`config.mk`:
```
export PLATFORM = sky130hd
export DESIGN_NAME = pin_sense_top
export DESIGN_NICKNAME = d
export VERILOG_FILES = /design/src/rtl/pin_sense_pkg.sv /design/src/rtl/pin_sync.sv /design/src/rtl/pin_event.sv /design/src/rtl/sense_regs.sv /design/src/rtl/pin_sense_top.sv
export SDC_FILE = /design/constraint.sdc
export NUM_CORES = 1
export LEC_CHECK = 0
export BUFFER_PORTS_ARGS = -buffer_cell sky130_fd_sc_hd__buf_2
export CAP_MARGIN = 20
export CORE_AREA = 4 4 74 76
export DETAILED_ROUTE_END_ITERATION = 10
export DIE_AREA = 0 0 78 80
export PLACE_DENSITY = 0.79
export SYNTH_ARGS = -nofsm -noshare
export SYNTH_HDL_FRONTEND = slang
export SYNTH_SLANG_ARGS = --single-unit
```
`constraint.sdc`:
```
create_clock -name clk_i -period 4.89 [get_ports clk_i]
set_clock_uncertainty 0.15 [all_clocks]
set_input_delay 0.489 -clock clk_i [delete_from_list [all_inputs] [get_ports clk_i]]
set_output_delay 0.489 -clock clk_i [all_outputs]
set_load 0.02 [all_outputs]
```
`src/rtl/pin_sense_pkg.sv`:
```
package pin_sense_pkg;
  typedef enum logic [1:0] {
    SENSE_LOW  = 2'd0,
    SENSE_FALL = 2'd1,
    SENSE_RISE = 2'd2,
    SENSE_BOTH = 2'd3
  } sense_mode_e;
endpackage

```
`src/rtl/pin_sync.sv`:
```
module pin_sync #(
  parameter int WIDTH  = 8,
  parameter int STAGES = 2
) (
  input  logic             clk_i,
  input  logic             rst_ni,
  input  logic [WIDTH-1:0] d_i,
  output logic [WIDTH-1:0] q_o
);
  logic [WIDTH-1:0] stage_q [STAGES];

  // reset high: idle pins are high, so no false low event after reset
  always_ff @(posedge clk_i or negedge rst_ni) begin
    if (!rst_ni) begin
      for (int s = 0; s < STAGES; s++) stage_q[s] <= '1;
    end else begin
      stage_q[0] <= d_i;
      for (int s = 1; s < STAGES; s++) stage_q[s] <= stage_q[s-1];
    end
  end

  assign q_o = stage_q[STAGES-1];
endmodule

```
`src/rtl/pin_event.sv`:
```
module pin_event
  import pin_sense_pkg::*;
(
  input  logic        clk_i,
  input  logic        rst_ni,
  input  logic        lvl_i,
  input  sense_mode_e mode_i,
  input  logic        clr_i,
  output logic        pend_o
);
  logic prev_q, pend_q, hit;

  always_comb begin
    unique case (mode_i)
      SENSE_LOW:  hit = ~lvl_i;
      SENSE_FALL: hit = prev_q & ~lvl_i;
      SENSE_RISE: hit = ~prev_q & lvl_i;
      default:    hit = prev_q ^ lvl_i;
    endcase
  end

  always_ff @(posedge clk_i or negedge rst_ni) begin
    if (!rst_ni) begin
      prev_q <= 1'b1;
      pend_q <= 1'b0;
    end else begin
      prev_q <= lvl_i;
      pend_q <= (pend_q & ~clr_i) | hit; // set has priority over clear
    end
  end

  assign pend_o = pend_q;

  AST_LOW_SETS: assert property (@(posedge clk_i) disable iff (!rst_ni)
    (mode_i == SENSE_LOW && !lvl_i) |=> pend_o);
  AST_FALL_SETS: assert property (@(posedge clk_i) disable iff (!rst_ni)
    (mode_i == SENSE_FALL && !lvl_i && $past(lvl_i)) |=> pend_o);
  AST_RISE_SETS: assert property (@(posedge clk_i) disable iff (!rst_ni)
    (mode_i == SENSE_RISE && lvl_i && !$past(lvl_i)) |=> pend_o);
  AST_BOTH_SETS: assert property (@(posedge clk_i) disable iff (!rst_ni)
    (mode_i == SENSE_BOTH && !$stable(lvl_i)) |=> pend_o);
  AST_STICKY: assert property (@(posedge clk_i) disable iff (!rst_ni)
    (pend_o && !clr_i) |=> pend_o);
  AST_CLR_TAKES: assert property (@(posedge clk_i) disable iff (!rst_ni)
    (clr_i && lvl_i && $stable(lvl_i) && mode_i != SENSE_LOW) |=> !pend_o);
  AST_SET_WINS: assert property (@(posedge clk_i) disable iff (!rst_ni)
    (clr_i && mode_i == SENSE_BOTH && !$stable(lvl_i)) |=> pend_o);
endmodule

```
`src/rtl/sense_regs.sv`:
```
module sense_regs #(
  parameter int          NUM_PINS = 8,
  parameter int          ADDR_W   = 8,
  parameter int          DATA_W   = 32,
  parameter logic [ADDR_W-1:0] STAT_OFS = 8'h10,
  parameter logic [ADDR_W-1:0] MODE_OFS = 8'h14,
  localparam int         MODE_W   = 2 * NUM_PINS
) (
  input  logic              clk_i,
  input  logic              rst_ni,
  input  logic              bus_en_i,
  input  logic              bus_we_i,
  input  logic [ADDR_W-1:0] bus_addr_i,
  input  logic [DATA_W-1:0] bus_wdata_i,
  input  logic [NUM_PINS-1:0] stat_i,
  output logic [MODE_W-1:0] mode_o,
  output logic [NUM_PINS-1:0] clr_o,
  output logic [DATA_W-1:0] bus_rdata_o
);
  logic [MODE_W-1:0] mode_q;
  logic wr_stat, wr_mode;

  assign wr_stat = bus_en_i && bus_we_i && (bus_addr_i == STAT_OFS);
  assign wr_mode = bus_en_i && bus_we_i && (bus_addr_i == MODE_OFS);

  // write-zero-to-clear
  assign clr_o = wr_stat ? ~bus_wdata_i[NUM_PINS-1:0] : '0;

  always_ff @(posedge clk_i or negedge rst_ni) begin
    if (!rst_ni)      mode_q <= '0;
    else if (wr_mode) mode_q <= bus_wdata_i[MODE_W-1:0];
  end

  always_comb begin
    if (bus_addr_i == STAT_OFS)      bus_rdata_o = DATA_W'(stat_i);
    else if (bus_addr_i == MODE_OFS) bus_rdata_o = DATA_W'(mode_q);
    else                             bus_rdata_o = '0;
  end

  assign mode_o = mode_q;

  AST_MODE_HOLD: assert property (@(posedge clk_i) disable iff (!rst_ni)
    !wr_mode |=> $stable(mode_o));
  AST_CLR_NEEDS_WRITE: assert property (@(posedge clk_i) disable iff (!rst_ni)
    (|clr_o) |-> (bus_en_i && bus_we_i));
endmodule

```
`src/rtl/pin_sense_top.sv`:
```
module pin_sense_top
  import pin_sense_pkg::*;
#(
  parameter int NUM_PINS    = 8,
  parameter int SYNC_STAGES = 2,
  parameter int ADDR_W      = 8,
  parameter int DATA_W      = 32,
  parameter logic [ADDR_W-1:0] STAT_OFS = 8'h10,
  parameter logic [ADDR_W-1:0] MODE_OFS = 8'h14
) (
  input  logic                clk_i,
  input  logic                rst_ni,
  input  logic [NUM_PINS-1:0] pin_i,
  input  logic                bus_en_i,
  input  logic                bus_we_i,
  input  logic [ADDR_W-1:0]   bus_addr_i,
  input  logic [DATA_W-1:0]   bus_wdata_i,
  output logic [DATA_W-1:0]   bus_rdata_o,
  output logic [NUM_PINS-1:0] irq_o
);
  localparam int MODE_W = 2 * NUM_PINS;

  logic [NUM_PINS-1:0] lvl, clr, pend;
  logic [MODE_W-1:0]   mode;

  pin_sync #(.WIDTH(NUM_PINS), .STAGES(SYNC_STAGES)) u_sync (
    .clk_i, .rst_ni, .d_i(pin_i), .q_o(lvl)
  );

  sense_regs #(
    .NUM_PINS(NUM_PINS), .ADDR_W(ADDR_W), .DATA_W(DATA_W),
    .STAT_OFS(STAT_OFS), .MODE_OFS(MODE_OFS)
  ) u_regs (
    .clk_i, .rst_ni, .bus_en_i, .bus_we_i, .bus_addr_i, .bus_wdata_i,
    .stat_i(pend), .mode_o(mode), .clr_o(clr), .bus_rdata_o
  );

  for (genvar p = 0; p < NUM_PINS; p++) begin : g_pin
    pin_event u_evt (
      .clk_i, .rst_ni,
      .lvl_i (lvl[p]),
      .mode_i(sense_mode_e'(mode[2*p +: 2])),
      .clr_i (clr[p]),
      .pend_o(pend[p])
    );
  end

  assign irq_o = pend;

  AST_RESET_QUIET: assert property (@(posedge clk_i) disable iff (!rst_ni)
    $past(!rst_ni) |-> (irq_o == '0));
endmodule

```
After elaboration in Yosys (flattened, before gate mapping) --
Index checks and enable logic that the tools add are counted.
Storage, ports and cells: bits in registers 48, output and inout port bits 40
Cells by class: equality and inequality tests 18, multiplexer cells 11, bitwise gates (word level) 65, reductions and logical operators 11
Operators with widths (number):
- $mux 32 | 1
- $and 1x1->1 | 24
- $not 1->1 | 24
- $pmux 1 s3 | 8
- $eq 2x1->1 const B | 8
- $eq 2x2->1 const B | 8
- $eq 8x5->1 const B | 2
- $logic_not 2->1 | 8
- $mux 16 | 1
- $mux 8 | 1
- $not 8->8 | 1
- $or 1x1->1 | 8
- $xor 1x1->1 | 8
- $logic_and 1x1->1 | 3

Logic depth before layout (Yosys ltp) --
Gate-level depths: netlist of the first run.
word-level depth 6, mapped depth 6

Cells and area by module --
Synthesis of the first run repeated with hierarchy kept, for this count alone.
Unflattened totals: cell total of the unflattened synthesis 195, area total of the unflattened synthesis 2483.6 um^2
By module, submodules not included:
- sense_regs | instances 1, cells an instance 91, area an instance 1032.2 um^2
- pin_event | instances 8, cells an instance 10, area an instance 121.4 um^2
- pin_sync | instances 1, cells an instance 24, area an instance 480.5 um^2

Worst setup path before layout of the first run --
Ideal clock, no wire load.
path kind in2out, from input port bus_addr_i[7], to output port bus_rdata_o[10], data arrival time 2.023 ns, slack 2.228 ns, cell stages on the path 4, buffers on the path 1, path through or4_4 -> clkbuf_1 -> nor4_1 -> and2_1
Between the ends: word-level cells in the longest chain between the ends 3
RTL lines:
- start, declared | RTL line pin_sense_top.sv:16 | input logic [ADDR_W-1:0] bus_addr_i,
- $eq 8x5->1 | RTL line sense_regs.sv:36 | else if (bus_addr_i == MODE_OFS) bus_rdata_o = DATA_W'(mode_q);
- $mux 16 | RTL line sense_regs.sv:36
- $mux 32 * | RTL line sense_regs.sv:35 | if (bus_addr_i == STAT_OFS) bus_rdata_o = DATA_W'(stat_i);
- end, declared | RTL line pin_sense_top.sv:18 | output logic [DATA_W-1:0] bus_rdata_o,
Mark *: on every way between the ends. The rest lies on a longest branch, timed or not.

Worst setup path in the final report of the first run --
from input port bus_addr_i[7], to output port bus_rdata_o[4]
Same word-level chain as after synthesis.

==> results.toml, run 1 <==
[power_and_ir_drop]
p_total_mw = 0.734
power.density_nw_per_um2 = 263
p_leak_nw = 1.41
peakVddDrop_v = 0.000190

[die]
start_util_pct = 51.9
io-pin-count = 92
die_w_um = 78
num_rows = 25
die_y_um = 80
die_area_um2 = 6240
coreArea_um2 = 4720

[layout]
area_growth_pct = 13.9
fin_cells = 329
drive_gt1_share_pct = 42.7
diodes = 0
fillers = 403
multi_input_area_um2 = 991
utilization_pct = 59.2
seqCellArea_um2 = 1230
nets = 329

[clock_tree]
cts_tree = "done"
clock_latency_ns = 0.30
cts-hold-fix-buffers = 0
clock-sinks = 48
path_clk_slew_ns = 0.08
htree_levels = 2
numCtsBuffers = 5
root_buffer = "clkbuf_8"
cts_setup_buffers = 0
cts_buffer_depth = 2
cts_resized = 0

[placement]
post-place-cells = 319
dp_hpwl_um = 3470
portBuffers = 59
place_congestion = 0.713

[run]
maxCapViolCount = 0

[logic_synthesis]
ys.flop_type = "dfstp_2"
yosysSeqAreaShare_pct = 50.2
synth.avg_cell_area_um2 = 11.9
synth_area_leader_cell = "dfstp_2"
synth_cell_type_count = 25
ys_seq_elements = 48
synthTopCellsByArea = "dfstp_2 (26%), dfrtp_1 (24%), ha_1 (8.2%)"
syn_inst = 207
synth-edff-count = 0
synth_commonest_cells = "buf_4 (24), dfrtp_1 (24), dfstp_2 (24)"
synth_top_area_share_pct = 25.7
yosys_warnings = 0
synth_area_um2 = 2450
synthArstFlopShare_pct = 100

[critical_path]
path_class = "primary input to output pin"
worstSetupStartpointType = "primary input"
crit_slowest_cell = "or4_4"
endpoint_kind = "output pin"
crit_path_cell_trace = "buf_2 -> or4_4 -> or2_2 -> nor2_1 -> buf_2"
cp.arrival_ns = 2.00
slowest_delay_ns = 0.62
r2r-start = "g_pin[0].u_evt.prev_q"
worst_path_most_repeated_cell = "buf_2"
path_max_fanout = 11
startpoint = "bus_addr_i[7]"
cp.required_ns = 4.25

[route]
wirelength_um = 4660
via_count = 1619
drt-initial-drc-count = 59
drc = 0
drt-pass1-iter-count = 4
ant_nets = 0
detail_route.wl_per_cell_um = 14.2
via_per_inst = 4.92

[min_path]
hold_start = "pin_i[1]"
hold_path_class = "primary input to register"

[grt]
grt_pass1_vias = 1613
grt_pass1_wl_um = 7400
overflow = 0
grt_max_degree = 49
grt.total_usage_pct = 15.3
antenna_found_initial = 0

[sta]
hold_viol = 0
fmax_ghz = 0.379
finalCritPeriodShare_pct = 54.0
finalSetupTns_ns = 0
setup_viol = 0
drv_slew = 0
min_period_ns = 2.64
grt_setup_unrepaired = "false"
hold_ws_ns = 0.131

[status]
outcome = "finished clean"
-- worst paths after layout --
kind	to	slack [ns]	cells after the start
setup / recovery	bus_rdata_o[4]	2.25	5
setup reg to reg	g_pin[0].u_evt.pend_o	3.48	5
hold / removal	u_sync.stage_q[9]	0.13	1
hold reg to reg	u_sync.q_o[6]	0.21	0
max in group asynchronous	u_sync.q_o[3]	3.53	3
min in group asynchronous	u_regs.mode_o[4]	0.49	2
-- stage by stage --
step,worst slack (ns),instance area (um2)
6_report,2.25,2800
5_1_grt,2.22,2800
4_1_cts,2.26,2770
3_5_place_dp,2.26,2670
3_3_place_gp,2.29,2670
2_1_floorplan,2.23,2510
-- report_power, final --
group / switching (mW) / internal (mW) / total (mW)
registers: 0.0108 / 0.419 / 0.429
logic: 0.0400 / 0.0271 / 0.0671
clock network: 0.124 / 0.113 / 0.237
total: 0.175 / 0.559 / 0.734
-- cells by family after synthesis --
kind of cell	after synthesis	share of synthesized area (%)
buffers and inverters	47	11.7
AOI/OAI and AO/OA	31	9.18
muxes	25	12.5
adders and majority gates	16	8.16
DFF	48	50.2
other	1	0.153
and+or+nand+nor	39	8.06
-- placed cells by master (no fill, tap or decap), drive strengths merged --
master,instances
nand2b,1
mux2i,9
or3b,1
dfrtp,24
nand2,9
or4,2
mux2,16
clkbuf,6
dlygate4sd3,1
conb,16
inv,17
nand3b,1
nor2,15
clkinv,2
ha,16
and2,8
dfstp,24
nor4,1
buf,61
o41ai,8
a21oi,7
o211ai,16
or2,1
-- state kept, by name (all words and copies together) (netlist names) --
name                count
g_pin.u_evt.pend_o      8
g_pin.u_evt.prev_q      8
u_regs.mode_o          16
u_sync.q_o              8
u_sync.stage_q          8
-- worst max-delay path, delay by kind of cell --
family | cells | cell delay (ns)
simple gates | 3 | 1.23
buf+inv | 2 | 0.29
-- routing by layer --
metal | share of wire, % | GRT usage [%] | wire length [um] | vias to the layer above
li1 | - | - | - | 782
met5 | 0 | 0 | 0 | -
met1 | 39 | 17.1 | 1820 | 782
met2 | 53 | 27.8 | 2450 | 46
met3 | 6.9 | 4.74 | 321 | 9
met4 | 1.4 | 4.72 | 63 | 0
-- layout make-up --
cell class / instances / share of cell area (%)
Sequential cell: 48 / 44.0
Multi-Input combinational cell: 127 / 35.5
Timing Repair Buffer: 62 / 11.9
Tap cell: 67 / 3.00
Clock buffer: 6 / 2.95
Inverter: 17 / 2.28
Clock inverter: 2 / 0.358
Power figures use the tool's default switching activity.
==> inputs of run 2 (changes only) <==
--- a/config.mk
+++ b/config.mk
@@ -7,10 +7,10 @@
 export LEC_CHECK = 0
 export BUFFER_PORTS_ARGS = -buffer_cell sky130_fd_sc_hd__buf_2
 export CAP_MARGIN = 20
-export CORE_AREA = 4 4 74 76
+export CORE_AREA = 4 4 76 78
 export DETAILED_ROUTE_END_ITERATION = 10
-export DIE_AREA = 0 0 78 80
-export PLACE_DENSITY = 0.79
+export DIE_AREA = 0 0 80 82
+export PLACE_DENSITY = 0.75
 export SYNTH_ARGS = -nofsm -noshare
 export SYNTH_HDL_FRONTEND = slang
 export SYNTH_SLANG_ARGS = --single-unit
==> constraint.sdc (replaced) <==
create_clock -name clk_i -period 2.6 [get_ports clk_i]
set_clock_uncertainty 0.15 [all_clocks]
set_input_delay 0.26 -clock clk_i [delete_from_list [all_inputs] [get_ports clk_i]]
set_output_delay 0.26 -clock clk_i [all_outputs]
set_load 0.02 [all_outputs]
==> run 2 against run 1 <==
Compared with the run above:
- critical path depth up 1
- utilization shrank 2.6 points
- via count rose by 0.31%
- worst setup slack got worse by 1.8 ns
- count of clock-buffer cells in the layout up 1
==> results.toml, run 2 (same netlist as run 1, synthesis figures left out) <==
[status]
outcome = "finished clean"

[grt]
grt_pass1_wl_um = 7290
grt_pass1_vias = 1549
grt_max_degree = 49
grt.total_usage_pct = 14.5
overflow = 0
antenna_found_initial = 0

[die]
start_util_pct = 48.3
num_rows = 26
die_w_um = 80
coreArea_um2 = 5070
die_area_um2 = 6560
die_y_um = 82
io-pin-count = 92

[min_path]
hold_start = "bus_wdata_i[11]"
whs_endpoint = "u_regs.mode_o[11]"
worstHoldPathCells = 2
hold_path_class = "primary input to register"

[power_and_ir_drop]
power_switching_mw = 0.326
clock_power_share_pct = 30.9
comb_power_share_pct = 9.7
sequentialPowerShare_pct = 59.4
power.density_nw_per_um2 = 474
switching_share_pct = 24.0
p_leak_nw = 1.44
internal_power_mw = 1.03
peakVddDrop_v = 0.000392
p_total_mw = 1.36

[layout]
drive_gt1_share_pct = 41.2
area_growth_pct = 17.0
fin_cells = 342
diodes = 0
mostFrequentLayoutCells = "buf_2 (59), dfrtp_1 (24), dfstp_2 (24)"
nets = 339
layout_commonest_cell = "buf_2"
fin_area_um2 = 2870
largest_reg_flops = 16
utilization_pct = 56.6

[clock_tree]
cts-hold-fix-buffers = 9
root_buffer = "clkbuf_8"
cts_setup_buffers = 0
cts_resized = 0
path_clk_slew_ns = 0.08
clock_latency_ns = 0.29
htree_levels = 2
cts_tree = "done"
clock-sinks = 48
numCtsBuffers = 5
cts_buffer_depth = 2

[sta]
finalCritPeriodShare_pct = 83.9
finalSetupTns_ns = 0
min_period_ns = 2.18
worst_pin_slew_ns = 0.587
setup_viol = 0
grt_setup_unrepaired = "false"
fmax_ghz = 0.458
slew_headroom_pct = 60.8
hold_ws_ns = 0.0431
hold_viol = 0
drv_slew = 0
worst_slack_ns = 0.418

[critical_path]
cp.required_ns = 2.19
ff2ff_setup_slack_ns = 1.22
r2r-start = "g_pin[0].u_evt.prev_q"
path_class = "primary input to output pin"
endpoint_kind = "output pin"
reg2reg_depth = 5
cp.arrival_ns = 1.77
worstSetupStartpointType = "primary input"
rr_endpoint = "g_pin[0].u_evt.pend_o"
path_max_fanout = 8

[placement]
post-place-cells = 325
dp_hpwl_um = 3310
dp_slack_ns = 0.324
portBuffers = 59
place_congestion = 0.742
placed_cell_area_um2 = 2700

[route]
via_per_inst = 4.75
via_count = 1624
drc = 0
drt-initial-drc-count = 35
detail_route.wl_per_cell_um = 13.3
ant_nets = 0
drt-pass1-iter-count = 4
wirelength_um = 4540

[run]
maxCapViolCount = 0
[run 2: cell count changes in the layout (fill, tap and decap cells not counted), sizes merged]
cell         before  now
buf              61   63
clkinv            2    1
clkbuf            6    7
dlygate4sd3       1    9
[run 2: metal layers]
metal / part of all wire [%] / global-route usage, % / vias to the layer above
met5: 0 / 0 / -
met4: 1.1 / 5.07 / 0
met3: 7.7 / 4.39 / 4
met2: 49 / 23.3 / 51
met1: 42 / 18.6 / 771
li1: - / - / 798
[run 2: power groups by stage]
stage | Combinational, mW | Sequential, mW | Clock [mW]
after floorplan | 0.0879 | 0.816 | 0
after global placement | 0.120 | 0.819 | 0
after detailed placement | 0.123 | 0.822 | 0
after CTS | 0.134 | 0.808 | 0.443
after global routing | 0.151 | 0.812 | 0.474
final | 0.132 | 0.808 | 0.420
[run 2: worst max-delay path, cell delays in order]
cell and delay (ns):
buf_2 0.10, or3b_1 0.50, buf_4 0.21, or2_2 0.36, nor2_1 0.15, buf_2 0.18
[run 2: worst max path at each step]
stage	start	endpoint	slack (ns)	depth (start not counted)
2_1_floorplan	bus_addr_i[7]	bus_rdata_o[10]	0.40	4
3_3_place_gp	bus_addr_i[7]	u_regs.mode_o[9]	0.33	4
3_5_place_dp	bus_addr_i[7]	u_regs.mode_o[13]	0.32	4
4_1_cts	bus_addr_i[7]	bus_rdata_o[8]	0.42	6
5_1_grt	bus_addr_i[7]	bus_rdata_o[9]	0.27	6
6_report	bus_addr_i[3]	bus_rdata_o[6]	0.42	6
[run 2: cell type report]
type | instances | area (um2)
Multi-Input combinational cell | 127 | 991
Clock inverter | 1 | 5.00
Fill cell | 452 | 2200
Tap cell | 70 | 87.6
Sequential cell | 48 | 1230
Clock buffer | 7 | 76.3
Timing Repair Buffer | 72 | 415
Inverter | 17 | 63.8
==> inputs of run 3 (changes only) <==
==> constraint.sdc (replaced) <==
create_clock -name clk_i -period 2.2 [get_ports clk_i]
set_clock_uncertainty 0.15 [all_clocks]
set_input_delay 0.22 -clock clk_i [delete_from_list [all_inputs] [get_ports clk_i]]
set_output_delay 0.22 -clock clk_i [all_outputs]
set_load 0.02 [all_outputs]
==> run 3 against run 2 <==
Compared with the run above:
- final area grew 1.7%
- flip-flop and latch count is the same
- count of clock-buffer cells in the layout increased by 1
- sequential share of layout area down 0.70 points
- combinational power rose by 23%
- highest routed layer unchanged
- total power grew 18%
- hold slack worse by 0.033 ns
- register-to-register slack worse by 0.40 ns
- largest power group unchanged
- sequential power up 18%
==> results.toml, run 3 (same netlist as run 1, synthesis figures left out) <==
[status]
outcome = "finished clean"

[power_and_ir_drop]
p_leak_nw = 1.45
power.density_nw_per_um2 = 551
peakVddDrop_v = 0.000422

[grt]
grt.total_usage_pct = 14.5
grt_util_met3_pct = 3.51
grt.busiest_layer = "met2"
grt_pass1_vias = 1606
grt_pass1_wl_um = 7490
overflow = 0
groute.layer.met1.usage_pct = 18.5
use_met2_pct = 25.3
antenna_found_initial = 0
grt_max_degree = 49

[critical_path]
endpoint_kind = "output pin"
crit_path_cell_trace = "buf_2 -> or4_4 -> buf_4 -> nor4_4 -> buf_6 -> and2_1 -> buf_2"
path_class = "primary input to output pin"
worstSetupStartpointType = "primary input"
cp.arrival_ns = 1.75
path_max_fanout = 10
crit_slowest_cell = "or4_4"
cp.required_ns = 1.83
path_delay_family = "simple AND/OR/NAND/NOR gates"
path_buf_inv = 4
worst_path_most_repeated_cell = "buf_2"
slowest_delay_ns = 0.53

[route]
via_per_inst = 4.79
detail_route.wl_per_cell_um = 13.3
drt-initial-drc-count = 61
wirelength_um = 4600
drt-pass1-iter-count = 4
via_count = 1651
ant_nets = 0
drc = 0

[layout]
mostFrequentLayoutCells = "buf_2 (59), dfrtp_1 (24), dfstp_2 (24)"
utilization_pct = 57.5
drive_gt1_share_pct = 41.1
nets = 342
layout_commonest_cell = "buf_2"
area_growth_pct = 18.9
largest_reg_flops = 16
diodes = 0

[clock_tree]
path_clk_slew_ns = 0.08
clock-sinks = 48
clock_latency_ns = 0.28
root_buffer = "clkbuf_8"
numCtsBuffers = 5
htree_levels = 2
cts_tree = "done"
cts_buffer_depth = 2

[placement]
portBuffers = 59
dp_slack_ns = 0.00339
dp_hpwl_um = 3350
place_congestion = 0.726

[die]
io-pin-count = 92
coreArea_um2 = 5070
die_w_um = 80
start_util_pct = 48.3
die_y_um = 82
die_area_um2 = 6560
num_rows = 26

[min_path]
hold_path_class = "primary input to register"

[sta]
fmax_ghz = 0.472
drv_slew = 0
min_period_ns = 2.12
worst_pin_slew_ns = 0.590
grt_setup_unrepaired = "false"
slew_headroom_pct = 60.6
hold_viol = 0
worst_slack_ns = 0.0796
finalCritPeriodShare_pct = 96.4
setup_viol = 0
finalSetupTns_ns = 0

[run]
maxCapViolCount = 0
==> run 3: worst paths after layout <==
check | slack [ns] | start | cells after the start | to
min in group asynchronous | 0.39 | rst_ni | 3 | g_pin[7].u_evt.pend_o
min | 0.01 | bus_wdata_i[9] | 2 | u_regs.mode_o[9]
min reg2reg | 0.21 | u_sync.stage_q[12] | 0 | u_sync.q_o[4]
max | 0.08 | bus_addr_i[7] | 7 | bus_rdata_o[15]
max in group asynchronous | 1.10 | rst_ni | 3 | u_sync.q_o[1]
max reg2reg | 0.82 | g_pin[5].u_evt.prev_q | 5 | g_pin[5].u_evt.pend_o
==> run 3: what timing repair did <==
item | in CTS | in global routing
gates resized for setup | 1 | 3
setup endpoints to repair | 8 | 8
hold buffers | 11 | 0
buffers inserted | 0 | 0
hold endpoints to repair | 34 | 0
cloned | 0 | 0
==> run 3: layout make-up <==
| class | instances | area [um2] |
|---|---|---|
| Tap cell | 70 | 87.6 |
| Inverter | 17 | 63.8 |
| Timing Repair Buffer | 75 | 447 |
| Sequential cell | 48 | 1230 |
| Multi-Input combinational cell | 127 | 1010 |
| Clock buffer | 8 | 80.1 |
| Fill cell | 455 | 2160 |
==> run 3: per-layer routing <==
| metal | wire length (um) | vias up |
|---|---|---|
| met1 | 1960 | 799 |
| met5 | 0 | - |
| li1 | - | 804 |
| met4 | 8 | 0 |
| met3 | 317 | 2 |
| met2 | 2320 | 46 |
==> run 3: stage by stage <==
step	area, um2	power (mW)	std cells	hold WS [ns]
3_3_place_gp	2710	1.11	326	0.174
3_5_place_dp	2710	1.12	326	0.176
4_1_cts	2900	1.64	345	0.000500
2_1_floorplan	2510	1.07	222	-0.226
5_1_grt	2920	1.70	345	0.00249
6_report	2920	1.61	345	0.0101
==> run 3: where the power goes <==
group          internal, mW  switching [mW]
clock network         0.226           0.264
logic                0.0720          0.0910
registers             0.930          0.0240
